===== src/rtl/rx_fifo_irq_pkg.sv =====
package rx_fifo_irq_pkg;

  typedef struct packed {
    logic ls;
    logic rda;
    logic tmo;
  } pend_t;

  localparam logic [2:0] ID_LS  = 3'b011;
  localparam logic [2:0] ID_RDA = 3'b010;
  localparam logic [2:0] ID_TMO = 3'b110;
  localparam logic [3:0] IID_IDLE = 4'b0001;

  function automatic int unsigned trig_level(input logic [1:0] sel);
    case (sel)
      2'd0:    return 1;
      2'd1:    return 4;
      2'd2:    return 8;
      default: return 14;
    endcase
  endfunction

endpackage


===== src/rtl/rx_fifo_irq_level.sv =====
module rx_fifo_irq_level #(
  parameter int CW = 5
) (
  input  logic [CW-1:0] count,
  input  logic [1:0]    sel,
  output logic          reached
);
  import rx_fifo_irq_pkg::*;

  logic [CW-1:0] level;

  always_comb begin
    level   = CW'(trig_level(sel));
    reached = (count >= level);
  end
endmodule


===== src/rtl/rx_fifo_irq_timer.sv =====
module rx_fifo_irq_timer #(
  parameter int TMO_CHARS = 4
) (
  input  logic clk,
  input  logic rst,
  input  logic restart,
  input  logic tick,
  output logic expired
);
  localparam int SAT = TMO_CHARS + 1;
  localparam int AW  = $clog2(SAT + 1);
  localparam logic [AW-1:0] SAT_V = AW'(SAT);

  logic [AW-1:0] age_q;

  always_ff @(posedge clk) begin
    if (rst) begin
      age_q <= '0;
    end else if (restart) begin
      age_q <= '0;
    end else if (tick && (age_q != SAT_V)) begin
      age_q <= age_q + 1'b1;
    end
  end

  assign expired = (age_q == SAT_V);
endmodule


===== src/rtl/rx_fifo_irq_prio.sv =====
module rx_fifo_irq_prio
  import rx_fifo_irq_pkg::*;
(
  input  logic       clk,
  input  logic       rst,
  input  pend_t      pend,
  output logic [3:0] iid,
  output logic       irq
);
  logic [3:0] iid_n;

  always_comb begin
    if (pend.ls)       iid_n = {ID_LS, 1'b0};
    else if (pend.rda) iid_n = {ID_RDA, 1'b0};
    else if (pend.tmo) iid_n = {ID_TMO, 1'b0};
    else               iid_n = IID_IDLE;
  end

  always_ff @(posedge clk) begin
    if (rst) begin
      iid <= IID_IDLE;
      irq <= 1'b0;
    end else begin
      iid <= iid_n;
      irq <= pend.ls | pend.rda | pend.tmo;
    end
  end
endmodule


===== src/rtl/rx_fifo_irq.sv =====
module rx_fifo_irq #(
  parameter int DEPTH     = 16,
  parameter int TMO_CHARS = 4,
  localparam int CW       = $clog2(DEPTH + 1)
) (
  input  logic          clk,
  input  logic          rst,
  input  logic          fifo_en,
  input  logic          rx_ie,
  input  logic          ls_ie,
  input  logic [1:0]    trig_sel,
  input  logic [CW-1:0] fifo_count,
  input  logic          rx_push,
  input  logic          host_read,
  input  logic          ls_err,
  input  logic          char_tick,
  output logic          data_ready,
  output logic          rda_irq,
  output logic          tmo_irq,
  output logic [3:0]    iid,
  output logic          irq
);
  import rx_fifo_irq_pkg::*;

  logic  rx_en;
  logic  level_hit;
  logic  idle_expired;
  logic  fifo_nonempty;
  pend_t pend_n;

  assign rx_en         = fifo_en & rx_ie;
  assign fifo_nonempty = (fifo_count != '0);

  rx_fifo_irq_level #(.CW(CW)) u_level (
    .count   (fifo_count),
    .sel     (trig_sel),
    .reached (level_hit)
  );

  rx_fifo_irq_timer #(.TMO_CHARS(TMO_CHARS)) u_timer (
    .clk     (clk),
    .rst     (rst),
    .restart (rx_push | host_read),
    .tick    (char_tick),
    .expired (idle_expired)
  );

  always_comb begin
    pend_n.ls  = rx_en & ls_ie & ls_err;
    pend_n.rda = rx_en & level_hit;
    pend_n.tmo = rx_en & fifo_nonempty & idle_expired & ~rx_push & ~host_read;
  end

  rx_fifo_irq_prio u_prio (
    .clk  (clk),
    .rst  (rst),
    .pend (pend_n),
    .iid  (iid),
    .irq  (irq)
  );

  always_ff @(posedge clk) begin
    if (rst) begin
      data_ready <= 1'b0;
      rda_irq    <= 1'b0;
      tmo_irq    <= 1'b0;
    end else begin
      if (rx_push)             data_ready <= 1'b1;
      else if (!fifo_nonempty) data_ready <= 1'b0;
      rda_irq <= pend_n.rda;
      tmo_irq <= pend_n.tmo;
    end
  end
endmodule


===== config.mk =====
export PLATFORM = sky130hd
export DESIGN_NAME = rx_fifo_irq
export DESIGN_NICKNAME = d
export VERILOG_FILES = /design/src/rtl/rx_fifo_irq_pkg.sv /design/src/rtl/rx_fifo_irq_level.sv /design/src/rtl/rx_fifo_irq_timer.sv /design/src/rtl/rx_fifo_irq_prio.sv /design/src/rtl/rx_fifo_irq.sv
export SDC_FILE = /design/constraint.sdc
export NUM_CORES = 1
export LEC_CHECK = 0
export BUFFER_PORTS_ARGS = -buffer_cell sky130_fd_sc_hd__buf_2
export CAP_MARGIN = 40
export CORE_AREA = 3 3 40 42
export DETAILED_ROUTE_END_ITERATION = 10
export DIE_AREA = 0 0 43 45
export PLACE_DENSITY_LB_ADDON = 0.12
export SLEW_MARGIN = 20
export SYNTH_ARGS = -nofsm -noshare
export SYNTH_HDL_FRONTEND = slang
export SYNTH_SLANG_ARGS = --single-unit

===== constraint.sdc =====
create_clock -name clk -period 2.2 [get_ports clk]
set_input_delay 0.11 -clock clk [delete_from_list [all_inputs] [get_ports clk]]
set_output_delay 0.11 -clock clk [all_outputs]
set_load 0.005 [all_outputs]

==> metrics.yaml <==
outcome: "finished clean"
gp_congestion: 0.639
coreArea_um2: 1280
multi_input_area_um2: 272
io_pins: 24
drv_cap: 0
final_common_cell: "buf_2"
start_util_pct: 40.0
required_ns: 2.35
die_h_um: 45
rows: 13
netlist_instances: 53
synth_warnings: 0
max_freq_mhz: 719
grt.overflow.total: 0
most-common-layout-cells: "buf_2, dfxtp_1, inv_1, ha_1, nand2_1"
cts_resized: 0
power_leakage_nw: 0.344
mappedNetlistArea_um2: 514
cts_buffer_depth: 2
dr.pass1.iters: 4
numCtsBuffers: 3
cts_root_buf: "clkbuf_4"
fin_setup_tns_ns: 0
antenna_found_initial: 0
placedCellCount: 91
ir_worst_vdd_mv: 0.198
hold_class: "in2reg"
grt_pass1_vias: 376
drc: 0
cp.arrival_ns: 1.54
cts_max_level: 1
yosysUniqueCellTypes: 22
cts_sinks: 11
hold_viol_final: 0
routedWlPerCell_um: 10.4
worst_pin_slew_ns: 0.671
period_needed_ns: 1.39
drt_iter0_markers: 6
area_growth_pct: 31.1
drt-total-wl_um: 986
setup_viol: 0
syn_area_per_cell_um2: 9.70
rsz0062_at_grt: "false"
clkTransAtPathRegs_ns: 0.07
drive_gt1_share_pct: 37.5
routed.top_layer: "met4"
powerDensity_nw_per_um2: 592
track_usage_pct: 11.3
finalNonFillerCells: 95
ant_nets: 0
viasPerCell: 4.76
wl_met3_um: 97
critPathMaxFanout: 4
start_kind: "input pin"
die_x_um: 43
post-route-period-util_pct: 63.2
syn_nets: 75
numPortBuffers: 23
relSlewSlack_pct: 55.2
routed-wl-met2_um: 424
ctsHoldBuffers: 0
dieArea_um2: 1940
grt_pass1_wl_um: 1570
finalMaxSlewViolations: 0
vias: 452
fin_skew_ns: 0.00150
place_hpwl_um: 818
synth_seq_cells: 11
fin_nets: 103
cts_tree: "built"
antenna_cells: 0
ys_seq_area_share_pct: 42.8
grt_max_degree: 7
m1WireLength_um: 455
clk_latency_ns: 0.27
endpoint_kind: "register"
regArea_um2: 220
post-cts-setup-buffers: 0
fillers: 130
path_class: "in2reg"
where the power goes:
part	internal, mW	total, mW	switching, mW
Clock	0.0702	0.138	0.0673
Sequential	0.205	0.208	0.00223
Combinational	0.0277	0.0540	0.0264
final timing paths:
path / start / to / slack (ns) / depth (start not counted)
max: trig_sel[0] / u_prio.iid[2] / 0.81 / 7
min: rst / data_ready / 0.05 / 2
max reg2reg: u_timer.age_q[1] / u_prio.iid[2] / 0.98 / 5
min reg2reg: data_ready / data_ready / 0.48 / 2
registers in the layout, indices dropped and copies added (netlist names):
name and count:
tmo_irq 1, u_timer.age_q 3, u_prio.iid 4, u_prio.irq 1, rda_irq 1, data_ready 1
through the flow:
step                      area (µm²)  hold slack, ns  power, mW  utilization [%]  worst slack (ns)
after floorplan                  514           0.179      0.239                -             0.743
after global placement           648           0.330      0.265             50.4             0.562
after detailed placement         648           0.330      0.267             50.4             0.522
after CTS                        674          0.0417      0.408             52.5             0.817
after global routing             674          0.0500      0.425             52.5             0.731
final                            674          0.0512      0.399             52.5             0.809
critical path, stage by stage:
cell and delay (ns):
buf_2 0.10, inv_1 0.04, ha_1 0.27, or2_1 0.20, a211oi_1 0.30, a2111oi_1 0.15
or3_1 0.37
cell type report:
| type | count | area share [%] |
|---|---|---|
| tap | 15 | 2.78 |
| sequential | 11 | 32.7 |
| timing repair buffer | 23 | 17.1 |
| clock buffer | 4 | 3.90 |
| multi-input combinational | 36 | 40.3 |
| inverter | 6 | 3.34 |
metal layers:
layer / global-route usage (%) / vias to the layer above
li1: - / 239
met3: 5.18 / 2
met1: 13.6 / 192
met5: 0 / -
met2: 16.5 / 19
met4: 7.23 / 0
synth_stat cells (all sizes together):
cell type  count  share of area, %
a21o           1               1.5
nor3           3               2.9
and3           1               1.2
a211oi         2               2.9
o21ai          2               1.9
and2           1               1.2
xnor2          1               1.7
nand2          4               2.9
or2            1               1.2
a2111oi        1               1.9
nor4           2               3.7
a21oi          2               1.9
or3            3               4.6
and4b          1               1.9
ha             6                15
inv            6               4.4
or4            1               2.2
dfxtp         11                43
nor2           4               4.4
cells by family (layout without fill, tap and decap cells):
group / count (synthesis) / in the layout / share of synthesized area, %
XOR/XNOR: 1 / 1 / 1.70
AO/OA/AOI/OAI: 8 / 8 / 10.2
adder cells (fa/ha/maj): 6 / 6 / 14.6
AND/OR/NAND/NOR: 21 / 21 / 26.3
flip-flops: 11 / 11 / 42.8
buffers and inverters: 6 / 33 / 4.38
No activity file was read; power rests on OpenSTA's default activity.
